<file path="config.mk">
export PLATFORM = sky130hd
export DESIGN_NAME = invoke_predictor
export DESIGN_NICKNAME = d
export VERILOG_FILES = /design/src/rtl/invp_pkg.sv /design/src/rtl/invp_lookup.sv /design/src/rtl/invp_victim.sv /design/src/rtl/invoke_predictor.sv
export SDC_FILE = /design/constraint.sdc
export NUM_CORES = 2
export LEC_CHECK = 0
export ABC_AREA = 1
export BUFFER_PORTS_ARGS = -buffer_cell sky130_fd_sc_hd__buf_2
export CORE_ASPECT_RATIO = 1.4
export CORE_MARGIN = 4
export CORE_UTILIZATION = 35
export CTS_CLUSTER_DIAMETER = 60
export DETAILED_ROUTE_END_ITERATION = 8
export GPL_ROUTABILITY_DRIVEN = 0
export GPL_TIMING_DRIVEN = 0
export PLACE_DENSITY_LB_ADDON = 0.05
export SLEW_MARGIN = 10
export SYNTH_ARGS = -nofsm -noshare
export SYNTH_HDL_FRONTEND = slang
export SYNTH_HIERARCHICAL = 1
export SYNTH_SLANG_ARGS = --single-unit
</file>
<file path="constraint.sdc">
create_clock -name clk -period 9.4 [get_ports clk]
set_clock_uncertainty 0.2 [all_clocks]
set_input_delay 0.47 -clock clk [delete_from_list [all_inputs] [get_ports clk]]
set_output_delay 0.47 -clock clk [all_outputs]
set_load 0.03 [all_outputs]
</file>
<file path="src/rtl/invp_pkg.sv">
package invp_pkg;

    localparam int PC_W   = 32;
    localparam int CODE_W = 2;
    localparam int TAG_W  = PC_W - CODE_W;

    typedef enum logic [CODE_W-1:0] {
        ONE_IDLE   = 2'd0,
        ONE_DONE   = 2'd1,
        MULTI_IDLE = 2'd2,
        MULTI_DONE = 2'd3
    } code_e;

    function automatic logic [PC_W-1:0] pack_word(input logic [PC_W-1:0] pc, input code_e c);
        return {pc[PC_W-1:CODE_W], c};
    endfunction

    function automatic code_e word_code(input logic [PC_W-1:0] w);
        return code_e'(w[CODE_W-1:0]);
    endfunction

    // Next code when a resolved instruction triggered and hit its entry.
    function automatic code_e code_on_trigger(input code_e c);
        case (c)
            ONE_IDLE: return ONE_DONE;
            default:  return MULTI_DONE;
        endcase
    endfunction

    function automatic code_e code_on_start(input code_e c);
        case (c)
            ONE_DONE:   return ONE_IDLE;
            MULTI_DONE: return MULTI_IDLE;
            default:    return c;
        endcase
    endfunction

    function automatic logic code_predicts(input code_e c);
        return c != ONE_DONE;
    endfunction

endpackage

</file>
<file path="src/rtl/invp_lookup.sv">
module invp_lookup
    import invp_pkg::*;
#(
    parameter int ENTRIES = 16,
    localparam int IDX_W = $clog2(ENTRIES)
) (
    input  logic [ENTRIES-1:0]           valid_vec,
    input  logic [ENTRIES-1:0][PC_W-1:0] words,
    input  logic [PC_W-1:0]              pc,
    output logic [ENTRIES-1:0]           hit_vec,
    output logic                         hit_any,
    output logic [IDX_W-1:0]             hit_idx,
    output code_e                        hit_code
);
    logic unused_low_bits;
    assign unused_low_bits = ^pc[CODE_W-1:0];

    for (genvar g = 0; g < ENTRIES; g++) begin : g_cmp
        assign hit_vec[g] = valid_vec[g] && (words[g][PC_W-1:CODE_W] == pc[PC_W-1:CODE_W]);
    end

    assign hit_any = |hit_vec;

    always_comb begin
        hit_idx  = '0;
        hit_code = ONE_IDLE;
        for (int i = 0; i < ENTRIES; i++) begin
            if (hit_vec[i]) begin
                hit_idx  = IDX_W'(i);
                hit_code = word_code(words[i]);
            end
        end
    end
endmodule

</file>
<file path="src/rtl/invp_victim.sv">
module invp_victim #(
    parameter int ENTRIES = 16,
    localparam int IDX_W = $clog2(ENTRIES)
) (
    input  logic               clk,
    input  logic               rst,
    input  logic [ENTRIES-1:0] valid_vec,
    input  logic               alloc,
    output logic [IDX_W-1:0]   slot
);
    logic [IDX_W-1:0] rr_ptr;
    logic [IDX_W-1:0] first_free;
    logic             full;

    assign full = &valid_vec;

    always_comb begin
        first_free = '0;
        for (int i = ENTRIES - 1; i >= 0; i--) begin
            if (!valid_vec[i]) first_free = IDX_W'(i);
        end
    end

    assign slot = full ? rr_ptr : first_free;

    always_ff @(posedge clk) begin
        if (rst) begin
            rr_ptr <= '0;
        end else if (alloc && full) begin
            rr_ptr <= (rr_ptr == IDX_W'(ENTRIES - 1)) ? '0 : rr_ptr + 1'b1;
        end
    end
endmodule

</file>
<file path="src/rtl/invoke_predictor.sv">
module invoke_predictor
    import invp_pkg::*;
#(
    parameter int ENTRIES = 16,
    localparam int IDX_W = $clog2(ENTRIES)
) (
    input  logic            clk,
    input  logic            rst,
    input  logic [PC_W-1:0] fetch_pc,
    output logic            fetch_predict,
    input  logic            res_valid,
    input  logic [PC_W-1:0] res_pc,
    input  logic            res_predicted,
    input  logic            res_triggered,
    input  logic            txn_start,
    input  logic            ctx_flush
);
    logic [ENTRIES-1:0]           valid_vec;
    logic [ENTRIES-1:0][PC_W-1:0] words;

    logic [ENTRIES-1:0] f_hit_vec;
    logic               f_hit;
    logic [IDX_W-1:0]   f_idx;
    code_e              f_code;

    logic [ENTRIES-1:0] r_hit_vec;
    logic               r_hit;
    logic [IDX_W-1:0]   r_idx;
    code_e              r_code;

    logic [IDX_W-1:0] alloc_slot;
    logic             upd_ok;
    logic             do_alloc;
    logic             do_bump;
    logic             do_remove;

    invp_lookup #(.ENTRIES(ENTRIES)) fetch_lu_i (
        .valid_vec(valid_vec), .words(words), .pc(fetch_pc),
        .hit_vec(f_hit_vec), .hit_any(f_hit), .hit_idx(f_idx), .hit_code(f_code)
    );

    invp_lookup #(.ENTRIES(ENTRIES)) res_lu_i (
        .valid_vec(valid_vec), .words(words), .pc(res_pc),
        .hit_vec(r_hit_vec), .hit_any(r_hit), .hit_idx(r_idx), .hit_code(r_code)
    );

    assign fetch_predict = f_hit && code_predicts(f_code);

    // Flush over start over resolve update.
    assign upd_ok    = res_valid && !txn_start && !ctx_flush;
    assign do_alloc  = upd_ok && res_triggered && !r_hit;
    assign do_bump   = upd_ok && res_triggered && r_hit;
    assign do_remove = upd_ok && !res_triggered && res_predicted && r_hit;

    invp_victim #(.ENTRIES(ENTRIES)) victim_i (
        .clk(clk), .rst(rst), .valid_vec(valid_vec), .alloc(do_alloc), .slot(alloc_slot)
    );

    logic unused_idx;
    assign unused_idx = ^{f_idx, f_hit_vec, r_hit_vec};

    always_ff @(posedge clk) begin
        if (rst) begin
            valid_vec <= '0;
            words     <= '0;
        end else if (ctx_flush) begin
            valid_vec <= '0;
        end else if (txn_start) begin
            for (int i = 0; i < ENTRIES; i++) begin
                words[i] <= pack_word(words[i], code_on_start(word_code(words[i])));
            end
        end else if (do_alloc) begin
            valid_vec[alloc_slot] <= 1'b1;
            words[alloc_slot]     <= pack_word(res_pc, ONE_DONE);
        end else if (do_bump) begin
            words[r_idx] <= pack_word(words[r_idx], code_on_trigger(r_code));
        end else if (do_remove) begin
            valid_vec[r_idx] <= 1'b0;
        end
    end
endmodule

</file>
==> impl_metrics.yaml, run 1 <==
die:
  initial_core_util_pct: 35.2
  die_w_um: 320
  ios: 72
  rows: 160
  die_h_um: 445
global_route:
  track_usage_pct: 54.3
  grt_max_degree: 15
  grt_pass1_vias: 62200
  globalRouteOverflowTotal: 51
  grt_pass1_wl_um: 543000
placement:
  portBuffers: 53
  hpwl_um: 285000
clock_network:
  cts.sinks: 532
  cts-root-buf: "clkbuf_16"
  clock_path_buffers: 3
  numCtsBuffers: 76
  htree_levels: 3
status:
  status: "did not finish"
  haltStage: "5_1_grt"
  tool.error: "[ERROR GRT-0116] Global routing finished with congestion. Check the congestion regions in the DRC Viewer."
synth:
  syn-instance-count: 8790
  avgSynthCellArea_um2: 5.44
  syn-cell-area_um2: 47800
  yosysWarnings: 6
  synth_nets: 8862
-- metal layers --
metal | overflow | global-route usage [%]
met1 | 3 | 58.3
met2 | 17 | 73.7
met3 | 1 | 29.9
met4 | 30 | 49.1
met5 | 0 | 17.9
-- metrics by stage --
step / hold WS [ns] / std cells / worst slack, ns / util [%] / area [um2]
floorplan: 0.255 / 8790 / 5.63 / - / 47800
global placement: 0.278 / 10600 / 0.851 / 37.1 / 50300
detailed placement: 0.293 / 10600 / 1.40 / 37.1 / 50400
CTS: 0.0700 / 10800 / 2.14 / 39.1 / 53000
-- what timing repair did --
action,CTS
gates resized for setup,0
hold buffers,1
hold endpoints to repair,4
setup buffers,0
==> inputs of run 2 (changes only) <==
Settings changed: CORE_ASPECT_RATIO 1.4 to not set, CORE_UTILIZATION 35 to 20, CTS_CLUSTER_DIAMETER 60 to not set, PLACE_DENSITY_LB_ADDON 0.05 to 0.15.
==> run 2 against run 1 <==
  * The flow now finishes, with violations (max-capacitance violations)
  * Synthesized cell count unchanged
  * Area after synthesis unchanged
==> impl_metrics.yaml, run 2 <==
setup_path:
  cp-end-kind: "flop"
  critical_path_class: "input pin to flop"
  critPathArrivalTime_ns: 8.49
  worstPathRequired_ns: 9.85
  start_kind: "input pin"
  crit_fanout: 10
layout:
  area_growth_pct: 14.5
  final_common_cell: "nand2_1"
  largest_register: "words"
  largest_register_ffs: 512
  multi_input_area_um2: 30700
  top_regs: "words x512, valid_vec x16, victim_i/rr_ptr x4"
  nNetsFinal: 8996
  drive_gt1_share_pct: 7.66
  finalInstanceArea_um2: 54700
  fillCellCount: 27800
  final_cell_mix: "3085 x nand2_1, 1354 x nor2_1, 799 x inv_1"
  seqCellArea_um2: 10700
detailed_routing:
  via_per_inst: 5.28
  finalWirelength_um: 379000
  drt_iter0_drc: 9330
  drt-wirelength-per-cell_um: 31.1
  drcViolationCount: 0
  vias: 64300
  first_pass_iters: 9
  drtAntennaViolNets: 0
sta:
  setup_viol: 0
  period_needed_ns: 8.04
  relSlewSlack_pct: 1.39
  rsz0062_at_grt: "no"
  finalMaxSlewViolations: 0
  timing.fmax_mhz: 124
  finalSetupTns_ns: 0
  holdWs_ns: 0.165
  finalCritPeriodShare_pct: 85.5
  hold_viol_final: 0
  setup_ws_ns: 1.36
  worst_pin_slew_ns: 1.47
power:
  switching_share_pct: 32.8
  p_comb_share_pct: 14.2
  cellPowerDensity_nw_per_um2: 115
  power_uw: 6300
  p_seq_share_pct: 36.2
  p_sw_uw: 2070
  p_leak_uw: 0.0248
  ir_drop_v: 0.000132
  pwr-share-clk_pct: 49.6
  p_int_uw: 4240
clock_network:
  cts.sinks: 532
  clock_path_buffers: 3
  clock_latency_ns: 0.73
  numCtsBuffers: 77
  cts-root-buf: "clkbuf_16"
  tritoncts: "built"
  htree_levels: 3
  cts_resized: 0
  clk_pin_slew_worst_paths_ns: 0.06
  cts_setup_buffers: 0
synth:
  synth_nets: 8862
  syn-instance-count: 8790
  avgSynthCellArea_um2: 5.44
  yosysWarnings: 6
  syn-cell-area_um2: 47800
status:
  status: "complete, but fails checks"
  violations: "max-capacitance violations"
die:
  coreArea_um2: 238000
  die_area_um2: 247000
  ios: 72
  initial_core_util_pct: 20.1
  rows: 179
  die_w_um: 497
  die_h_um: 497
global_route:
  track_usage_pct: 29.1
  antenna_found_initial: 28
  grt_pass1_wl_um: 498000
  grt_pass1_vias: 57100
  grt_max_degree: 12
  globalRouteOverflowTotal: 0
placement:
  hpwl_um: 306000
  portBuffers: 53
  place_ws_ns: 1.31
  place_area_um2: 52100
job:
  maxCapViolations: 1
min_path:
  hold_path_class: "input pin to flop"
-- run 2: final cells by class --
class | count | area share (%)
Antenna cell | 34 | 0.155
Clock buffer | 114 | 4.18
Buffer | 588 | 5.84
Sequential cell | 532 | 19.5
Tap cell | 3167 | 7.24
Clock inverter | 24 | 0.478
Multi-Input combinational cell | 6787 | 56.0
Timing Repair Buffer | 55 | 0.530
Inverter | 883 | 6.09
-- run 2: power by group through the flow --
stage / Sequential (uW) / Combinational, uW / Clock (uW)
5_1_grt: 2280 / 882 / 3220
3_5_place_dp: 2330 / 810 / 0
2_1_floorplan: 2320 / 395 / 0
3_3_place_gp: 2330 / 811 / 0
6_report: 2280 / 893 / 3130
4_1_cts: 2280 / 813 / 3150
-- run 2: routing by layer --
metal  vias up  wire length (um)  track usage (%)  part of all wire (%)
met5         -                46           0.0386                 0.012
li1      27900                 -                -                     -
met2      4780            145000             40.0                    38
met3      1231             46200             9.52                    12
met4         6             35800             22.2                   9.5
met1     30300            152000             37.4                    40
-- run 2: critical path, cell delays in order --
cell and delay, ns:
buf_2 0.14, inv_1 0.79, clkbuf_1 0.85, o22ai_1 0.18
a211oi_1 0.25, nand4_1 0.14, nor2_1 0.23, nand3_2 0.33
o21ai_1 0.48, nand2_1 0.10, nand2_1 0.09, nand2_1 0.07
nand2_1 0.07, nand2_1 0.07, nand2_1 0.06, nand2_1 0.06
nand2_1 0.46, buf_4 0.41, buf_6 0.22, buf_6 0.33
buf_12 0.25, nand2_1 0.17, nor2_1 0.17, nand2_1 0.25
inv_1 0.54, clkbuf_1 0.76, o21ai_1 0.22, a21oi_1 0.19
-- run 2: stage by stage --
step,cells,util [%]
after CTS,12200,23.0
after global routing,12200,23.0
after detailed placement,12000,21.9
after global placement,12000,21.9
final,12200,23.0
after floorplan,8790,-
-- run 2: worst paths after layout --
check | slack [ns] | endpoint | from | cells after the start
worst min register to register | 0.30 | words[321] | words[321] | 2
worst max-delay path | 1.36 | words[52] | res_pc[8] | 28
worst min-delay path | 0.17 | words[417] | txn_start | 6
worst max register to register | 1.93 | words[52] | words[191] | 28
-- run 2: repair_timing --
action	CTS	global route
hold endpoints to repair	4	0
setup endpoints to repair	0	0
hold buffers	1	0
Power figures use the tool's default switching activity.
